===== src/rtl/dma_seq_pkg.sv =====
package dma_seq_pkg;

  typedef enum logic [1:0] {
    ST_ARB = 2'd0,
    ST_ACK = 2'd1,
    ST_STB = 2'd2,
    ST_REL = 2'd3
  } seq_state_t;

  typedef enum logic [1:0] {
    XT_VERIFY = 2'd0,
    XT_DEV2MEM = 2'd1,
    XT_MEM2DEV = 2'd2,
    XT_RSVD = 2'd3
  } xfer_kind_t;

endpackage


===== src/rtl/dma_prio_pick.sv =====
module dma_prio_pick #(
  parameter int NCH = 4,
  localparam int CHW = (NCH > 1) ? $clog2(NCH) : 1
) (
  input  logic [NCH-1:0] req,
  output logic           any,
  output logic [CHW-1:0] idx
);

  logic [NCH:0]   seen;
  logic [NCH-1:0] win;

  assign seen[0] = 1'b0;

  // A channel wins only if no lower-numbered channel is requesting.
  for (genvar g = 0; g < NCH; g++) begin : g_chain
    assign win[g]      = req[g] & ~seen[g];
    assign seen[g + 1] = seen[g] | req[g];
  end

  assign any = seen[NCH];

  always_comb begin
    idx = '0;
    for (int i = 0; i < NCH; i++) begin
      if (win[i]) idx = CHW'(i);
    end
  end

endmodule


===== src/rtl/dma_chan_ctx.sv =====
module dma_chan_ctx #(
  parameter int AW = 16,
  parameter int CW = 16
) (
  input  logic          clk,
  input  logic          rst_n,
  input  logic          ld,
  input  logic [AW-1:0] ld_addr,
  input  logic [CW-1:0] ld_cnt,
  input  logic          step,
  input  logic          dec,
  input  logic          auto_en,
  input  logic          mset,
  input  logic          mclr,
  output logic [AW-1:0] cur_addr,
  output logic [CW-1:0] cur_cnt,
  output logic          masked
);

  logic [AW-1:0] base_addr;
  logic [CW-1:0] base_cnt;
  logic          last_byte;

  assign last_byte = (cur_cnt == '0);

  always_ff @(posedge clk) begin
    if (!rst_n) begin
      base_addr <= '0;
      base_cnt  <= '0;
      cur_addr  <= '0;
      cur_cnt   <= '0;
    end else if (ld) begin
      base_addr <= ld_addr;
      base_cnt  <= ld_cnt;
      cur_addr  <= ld_addr;
      cur_cnt   <= ld_cnt;
    end else if (step) begin
      if (last_byte && auto_en) begin
        cur_addr <= base_addr;
        cur_cnt  <= base_cnt;
      end else begin
        cur_addr <= dec ? cur_addr - 1'b1 : cur_addr + 1'b1;
        cur_cnt  <= cur_cnt - 1'b1;
      end
    end
  end

  always_ff @(posedge clk) begin
    if (!rst_n) begin
      masked <= 1'b1;
    end else if (mset || (step && !ld && last_byte && !auto_en)) begin
      masked <= 1'b1;
    end else if (mclr) begin
      masked <= 1'b0;
    end
  end

  // the address moves by exactly one in the programmed direction
  a_r6_addr_step: assert property (@(posedge clk) disable iff (!rst_n)
    (step && !ld && !last_byte) |=>
      (cur_addr == ($past(dec) ? AW'($past(cur_addr) - 1'b1)
                               : AW'($past(cur_addr) + 1'b1))));

  // the count drops by one per byte
  a_r7_cnt_step: assert property (@(posedge clk) disable iff (!rst_n)
    (step && !ld && !last_byte) |=> (cur_cnt == CW'($past(cur_cnt) - 1'b1)));

  // a non-reloading channel masks itself on its last byte
  a_r8_mask_on_tc: assert property (@(posedge clk) disable iff (!rst_n)
    (step && !ld && last_byte && !auto_en) |=> masked);

endmodule


===== src/rtl/dma_seq_fsm.sv =====
module dma_seq_fsm
  import dma_seq_pkg::*;
#(
  parameter int NCH = 4,
  localparam int CHW = (NCH > 1) ? $clog2(NCH) : 1
) (
  input  logic           clk,
  input  logic           rst_n,
  input  logic [NCH-1:0] elig,
  input  logic           sel_last,
  output seq_state_t     state,
  output logic [CHW-1:0] sel,
  output logic [NCH-1:0] step_oh,
  output logic           tc
);

  seq_state_t     state_q;
  logic [CHW-1:0] sel_q;
  logic           tc_q;
  logic           pick_any;
  logic [CHW-1:0] pick_idx;

  dma_prio_pick #(.NCH(NCH)) u_pick (
    .req (elig),
    .any (pick_any),
    .idx (pick_idx)
  );

  always_ff @(posedge clk) begin
    if (!rst_n) begin
      state_q <= ST_ARB;
      sel_q   <= '0;
      tc_q    <= 1'b0;
    end else begin
      unique case (state_q)
        ST_ARB: begin
          tc_q <= 1'b0;
          if (pick_any) begin
            sel_q   <= pick_idx;
            state_q <= ST_ACK;
          end
        end
        ST_ACK: state_q <= ST_STB;
        ST_STB: begin
          state_q <= ST_REL;
          tc_q    <= sel_last;
        end
        ST_REL: begin
          state_q <= ST_ARB;
          tc_q    <= 1'b0;
        end
        default: state_q <= ST_ARB;
      endcase
    end
  end

  for (genvar g = 0; g < NCH; g++) begin : g_step
    assign step_oh[g] = (state_q == ST_STB) && (sel_q == CHW'(g));
  end

  assign state = state_q;
  assign sel   = sel_q;
  assign tc    = tc_q;

  // terminal count is a single-cycle pulse
  a_r7_tc_single: assert property (@(posedge clk) disable iff (!rst_n)
    tc_q |=> !tc_q);

  // a release cycle is always followed by a fresh arbitration
  a_r10_rel_then_arb: assert property (@(posedge clk) disable iff (!rst_n)
    (state_q == ST_REL) |=> (state_q == ST_ARB));

endmodule


===== src/rtl/dma_single_seq.sv =====
module dma_single_seq
  import dma_seq_pkg::*;
#(
  parameter int NCH = 4,
  parameter int AW  = 16,
  parameter int CW  = 16,
  localparam int CHW = (NCH > 1) ? $clog2(NCH) : 1
) (
  input  logic             clk,
  input  logic             rst_n,
  input  logic [NCH-1:0]   drq,
  input  logic             ctrl_disable,
  input  logic [2*NCH-1:0] xfer_type,
  input  logic [NCH-1:0]   addr_dec,
  input  logic [NCH-1:0]   auto_init,
  input  logic             cfg_wr,
  input  logic [CHW-1:0]   cfg_ch,
  input  logic [AW-1:0]    cfg_addr,
  input  logic [CW-1:0]    cfg_count,
  input  logic [NCH-1:0]   mask_set,
  input  logic [NCH-1:0]   mask_clr,
  output logic             aen,
  output logic [NCH-1:0]   dak,
  output logic [AW-1:0]    bus_addr,
  output logic             memr,
  output logic             memw,
  output logic             ior,
  output logic             iow,
  output logic             tc,
  output logic [NCH-1:0]   chan_masked
);

  logic [AW-1:0]  ch_addr [NCH];
  logic [CW-1:0]  ch_cnt  [NCH];
  logic [NCH-1:0] ch_mask;
  logic [NCH-1:0] step_oh;
  logic [NCH-1:0] elig;
  seq_state_t     state;
  logic [CHW-1:0] sel;
  logic           sel_last;
  xfer_kind_t     sel_kind;
  logic           on_bus;
  logic           strobing;

  for (genvar g = 0; g < NCH; g++) begin : g_chan
    dma_chan_ctx #(.AW(AW), .CW(CW)) u_ctx (
      .clk      (clk),
      .rst_n    (rst_n),
      .ld       (cfg_wr && (cfg_ch == CHW'(g))),
      .ld_addr  (cfg_addr),
      .ld_cnt   (cfg_count),
      .step     (step_oh[g]),
      .dec      (addr_dec[g]),
      .auto_en  (auto_init[g]),
      .mset     (mask_set[g]),
      .mclr     (mask_clr[g]),
      .cur_addr (ch_addr[g]),
      .cur_cnt  (ch_cnt[g]),
      .masked   (ch_mask[g])
    );
  end

  assign elig = drq & ~ch_mask & {NCH{~ctrl_disable}};

  assign sel_last = (ch_cnt[sel] == '0);
  assign sel_kind = xfer_kind_t'(xfer_type[2*sel +: 2]);

  dma_seq_fsm #(.NCH(NCH)) u_fsm (
    .clk      (clk),
    .rst_n    (rst_n),
    .elig     (elig),
    .sel_last (sel_last),
    .state    (state),
    .sel      (sel),
    .step_oh  (step_oh),
    .tc       (tc)
  );

  assign on_bus   = (state == ST_ACK) || (state == ST_STB);
  assign strobing = (state == ST_STB);

  always_comb begin
    dak = '0;
    if (on_bus) dak[sel] = 1'b1;
  end

  assign aen      = on_bus;
  assign bus_addr = strobing ? ch_addr[sel] : '0;
  assign ior      = strobing && (sel_kind == XT_DEV2MEM);
  assign memw     = strobing && (sel_kind == XT_DEV2MEM);
  assign memr     = strobing && (sel_kind == XT_MEM2DEV);
  assign iow      = strobing && (sel_kind == XT_MEM2DEV);
  assign chan_masked = ch_mask;

  // at most one acknowledge at a time
  a_r2_dak_onehot: assert property (@(posedge clk) disable iff (!rst_n)
    $onehot0(dak));

  // an acknowledge is only ever given while the bus is held
  a_r4_dak_needs_aen: assert property (@(posedge clk) disable iff (!rst_n)
    (|dak) |-> aen);

  // the granted channel was eligible when sampled
  a_r3_grant_eligible: assert property (@(posedge clk) disable iff (!rst_n)
    $rose(aen) |-> (|($past(elig) & dak)));

  // reads and writes of the same space never overlap
  a_r5_no_clash: assert property (@(posedge clk) disable iff (!rst_n)
    !(memr && memw) && !(ior && iow));

  // terminal count lands in the release cycle of a transfer
  a_r7_tc_in_release: assert property (@(posedge clk) disable iff (!rst_n)
    tc |-> (!aen && $past(aen)));

endmodule


===== config.mk =====
export PLATFORM = sky130hd
export DESIGN_NAME = dma_single_seq
export DESIGN_NICKNAME = d
export VERILOG_FILES = /design/src/rtl/dma_seq_pkg.sv /design/src/rtl/dma_prio_pick.sv /design/src/rtl/dma_chan_ctx.sv /design/src/rtl/dma_seq_fsm.sv /design/src/rtl/dma_single_seq.sv
export SDC_FILE = /design/constraint.sdc
export NUM_CORES = 1
export LEC_CHECK = 0
export ABC_AREA = 1
export BUFFER_PORTS_ARGS = -buffer_cell sky130_fd_sc_hd__clkbuf_2
export CELL_PAD_IN_SITES_DETAIL_PLACEMENT = 0
export CELL_PAD_IN_SITES_GLOBAL_PLACEMENT = 1
export CORE_ASPECT_RATIO = 0.7
export CORE_MARGIN = 2
export CORE_UTILIZATION = 30
export CTS_CLUSTER_DIAMETER = 150
export DETAILED_ROUTE_END_ITERATION = 12
export PLACE_DENSITY_LB_ADDON = 0.1
export REMOVE_ABC_BUFFERS = 1
export SYNTH_ARGS = -nofsm -noshare
export SYNTH_HDL_FRONTEND = slang
export SYNTH_SLANG_ARGS = --single-unit
export TNS_END_PERCENT = 20

===== constraint.sdc =====
create_clock -name clk -period 4.5 [get_ports clk]
set_input_delay 0.225 -clock clk [delete_from_list [all_inputs] [get_ports clk]]
set_output_delay 0.225 -clock clk [all_outputs]
set_load 0.02 [all_outputs]

==> results.md <==
• complete, no violations — status
• 0 — ANT nets after route
• 3.89 ns — WP data arrival
• 3499 — placed instance count
• sky130_fd_sc_hd__dfxtp_1 — most area-hungry cell type in the Yosys netlist
• 283.5 uV — worst vdd rail ir drop
• 95 — count of buffers inserted at the top-level ports
• yes — clock tree from TritonCTS
• 0 — final count of negative-setup-slack endpoints
• 8 — Worst Reg-to-Reg Cells
• 30.27% — effective utilization at floorplan
• 50.64 mm — placed wire-length estimate after detailed placement
• 289.7 um — Horiz. Die Dim
• 3.353 ns — post-route minimum period
• false — RSZ-0062 raised after global routing
• 2928 — nets
• u_fsm.state[0] — startpoint of the worst setup timing path
• 0 — antenna diode count
• 23.41% — GRT Resource Usage Total
• u_fsm.state[0] — reg-to-reg startpoint
• 3 — hold path depth
• 0 — Ys Warns
• 3563 — filler-free cell count of the finished design
• reg -> reg — kind of critical path
• 32.1% — part of the power in the clock network
• 3 — buffer levels on the longest clock path
• 0.60 ns — clock latency of the later-clocked register in the worst-skew pair
• 0 — detailed-route DRC error count
• 74.51% — crit share post-route
• flip-flop — critical path capture point type
• 0 — max-cap violation count
• 0.8808 — routability congestion estimate
• sky130_fd_sc_hd__dfxtp_1 31%, sky130_fd_sc_hd__nand2_1 18%, sky130_fd_sc_hd__inv_1 8.9% — most area-consuming cells after synthesis
• 204.0 um — die boundary height
• 0 — max-slew violation count
• 8.968 nW — Leakage
• 298.2 MHz — fmax
• 6 — DR pass1 iterations
• 69.46 mm — total wire length after detailed routing
• 0 — number of failing hold endpoints at the final stage
• 6.236 sq um — Avg Cell Area, Syn
• 104.9 mm — global-route wire length before repair
• 1 — H-Tree Depth
• 1411 — number of DRC markers after the initial detailed-route iteration
• 30.95% — top-area cell type share of the netlist area
• 18 — highest net fanout along the worst path
• 0.07 ns — Reg clk slew, reported paths
• 0.003316 W — Psw
• 96 — top-level I/O count
• flip-flop — startpoint type of the worst setup path
• 19.49 um — per-cell routed wire length
• 3 — initial antenna violation count
• 0 ns — setup_tns
• sky130_fd_sc_hd__clkbuf_16 — Root Buffer
• 0% — proportion of register bits with asynchronous set or reset after synthesis
• 35.6% — combinational group share of total power
• 0.004937 W — internal power
• 0.05910 sq mm — area enclosed by the die boundary
• 1.15 ns — FF-to-FF setup slack
• 0.008254 W — sum of internal, switching and leakage power
• cfg_count[6] — min-delay src
• 6311 — total of fill cells in the finished design
• 2749 — number of standard cells after synthesis
• 0.01714 sq mm — cell area after synthesis
• 43 — number of distinct standard cells referenced by the synthesized netlist
• 73 — row count
• 0 — residual overflow from global routing
• 156 — largest net degree at the start of global routing
• 7.465% — fraction of layout instances using a drive strength above 1
• 0 — number of synthesized flops with an enable pin
• 4.996 — via density per instance
• 265 — flops & latches, synth
• 17.80k — count of vias placed by the detailed router
• 31 — number of CTS-inserted buffers
• 0.05663 sq mm — core footprint
• 16.76k — via count of the first global-routing pass
• 427.8 mW/mm^2 — power per unit of standard cell area
• 40.18% — switching share of total power
• 1.183 ns — Worst-Margin Slew
• 0.03946 ns — Hold Worst Slack
• 5.04 ns — required time at the worst-slack endpoint
• sky130_fd_sc_hd__dfxtp_1 — leading register cell type out of synthesis
• 30.95% — sequential cell area fraction in the yosys report
• 32.3% — power share of the sequential group
• 265 — clock net sink count
• 12.56% — post-synthesis to final-layout area growth
• 21.16% — slew margin rel.
• in -> reg — worst min path class
• 0.03574 ns — post-route clock skew
final cells by class:
class | instances | area [sq um] | share of cell area (%)
flip-flops and latches | 265 | 5305 | 27.49
multi-input cells | 1951 | 9719 | 50.37
inverters | 417 | 1574 | 8.158
clock buffers | 42 | 907.1 | 4.701
repair buffers | 124 | 713.2 | 3.696
clock inverters | 14 | 137.6 | 0.7133
well taps | 750 | 938.4 | 4.863
cell usage after synthesis, types with 19 or more instances:
library cell / n
sky130_fd_sc_hd__a21oi_1: 277
sky130_fd_sc_hd__buf_2: 51
sky130_fd_sc_hd__clkbuf_1: 45
sky130_fd_sc_hd__dfxtp_1: 265
sky130_fd_sc_hd__ha_1: 68
sky130_fd_sc_hd__inv_1: 406
sky130_fd_sc_hd__nand2_1: 808
sky130_fd_sc_hd__nand3_1: 225
sky130_fd_sc_hd__nor2_1: 194
sky130_fd_sc_hd__nor3_1: 23
sky130_fd_sc_hd__o211ai_1: 64
sky130_fd_sc_hd__o21a_1: 31
sky130_fd_sc_hd__o21ai_0: 103
sky130_fd_sc_hd__xor2_1: 19
cell usage in the layout (no fill, tap or decap), types with 4 or more instances in the layout:
| cell | count |
|---|---|
| sky130_fd_sc_hd__xor2_1 | 19 |
| sky130_fd_sc_hd__clkinv_2 | 8 |
| sky130_fd_sc_hd__nor2_2 | 8 |
| sky130_fd_sc_hd__o22ai_1 | 14 |
| sky130_fd_sc_hd__nor3_1 | 23 |
| sky130_fd_sc_hd__dlygate4sd3_1 | 8 |
| sky130_fd_sc_hd__buf_4 | 21 |
| sky130_fd_sc_hd__fa_1 | 4 |
| sky130_fd_sc_hd__a22oi_1 | 6 |
| sky130_fd_sc_hd__nand2_1 | 808 |
| sky130_fd_sc_hd__nand4_1 | 18 |
| sky130_fd_sc_hd__nor2_1 | 193 |
| sky130_fd_sc_hd__o21ai_1 | 5 |
| sky130_fd_sc_hd__nand2_2 | 5 |
| sky130_fd_sc_hd__a21oi_1 | 277 |
| sky130_fd_sc_hd__inv_1 | 405 |
| sky130_fd_sc_hd__nand3_1 | 223 |
| sky130_fd_sc_hd__o211ai_1 | 64 |
| sky130_fd_sc_hd__a221oi_1 | 15 |
| sky130_fd_sc_hd__nand3b_1 | 10 |
| sky130_fd_sc_hd__clkbuf_8 | 9 |
| sky130_fd_sc_hd__clkbuf_2 | 95 |
| sky130_fd_sc_hd__a31oi_1 | 14 |
| sky130_fd_sc_hd__xnor2_1 | 14 |
| sky130_fd_sc_hd__o21a_1 | 31 |
| sky130_fd_sc_hd__ha_1 | 68 |
| sky130_fd_sc_hd__or2_2 | 9 |
| sky130_fd_sc_hd__o21ai_0 | 103 |
| sky130_fd_sc_hd__dfxtp_1 | 265 |
| sky130_fd_sc_hd__o221ai_1 | 4 |
| sky130_fd_sc_hd__inv_2 | 8 |
| sky130_fd_sc_hd__clkbuf_16 | 31 |
sequential cells by signal (all words and copies together) (netlist names):
signal                  cells
g_chan.u_ctx.cur_addr      64
g_chan.u_ctx.masked         4
g_chan.u_ctx.cur_cnt       64
g_chan.u_ctx.base_cnt      64
u_fsm.tc                    1
u_fsm.sel                   2
u_fsm.state                 2
g_chan.u_ctx.base_addr     64
logic make-up after synthesis:
family	count (synthesis)	share of synthesized area, %
AND/OR/NAND/NOR	1307	31.58
buffers and inverters	533	12.42
adder cells (fa/ha/maj)	72	5.431
AO/OA/AOI/OAI	539	17.93
XOR/XNOR	33	1.686
flip-flops	265	30.95
power by group through the flow:
stage,clock [W],combinational (W),sequential [W]
2_1_floorplan,0,0.00192,0.00267
3_3_place_gp,0,0.00290,0.00272
3_5_place_dp,0,0.00290,0.00272
4_1_cts,0.00271,0.00292,0.00266
5_1_grt,0.00281,0.00330,0.00268
6_report,0.00265,0.00293,0.00267
through the flow:
| step | worst slack [ns] | util (%) | instance area [sq um] |
|---|---|---|---|
| detailed placement | 1.593 | 32.09 | 18170 |
| global route | 1.008 | 34.07 | 19290 |
| finish | 1.147 | 34.07 | 19290 |
| CTS | 1.176 | 34.07 | 19290 |
| floorplan | 0.3180 | - | 16580 |
| global placement | 1.644 | 32.09 | 18170 |
critical path, cell delays in order, from the launching register on:
cell and delay (ns):
sky130_fd_sc_hd__dfxtp_1 0.31, sky130_fd_sc_hd__inv_1 0.12, sky130_fd_sc_hd__ha_1 0.44, sky130_fd_sc_hd__nand2_2 0.43
sky130_fd_sc_hd__nor2_2 0.76, sky130_fd_sc_hd__buf_4 0.41, sky130_fd_sc_hd__nand4_1 0.14, sky130_fd_sc_hd__o211ai_1 0.10
sky130_fd_sc_hd__dlygate4sd3_1 0.56
path summary, 6_finish.rpt:
path	to
min	g_chan[0].u_ctx.base_cnt[6]
max	g_chan[2].u_ctx.masked
min reg2reg	g_chan[3].u_ctx.base_addr[0]
max reg2reg	g_chan[2].u_ctx.masked
timing repair:
item                      in CTS  in global routing
hold endpoints to repair       4                  0
buffers inserted               0                  0
resized for setup              0                  0
hold buffers                   8                  0
metal layers:
layer  GRT usage [%]  vias up  part of all wire (%)
met3           5.100       86                   7.2
met4           5.385        2                   2.4
li1                -     8956                     -
met5               0        -                 0.013
met2           33.83      485                    40
met1           34.95     8270                    51
No activity file was read; power rests on OpenSTA's default activity.
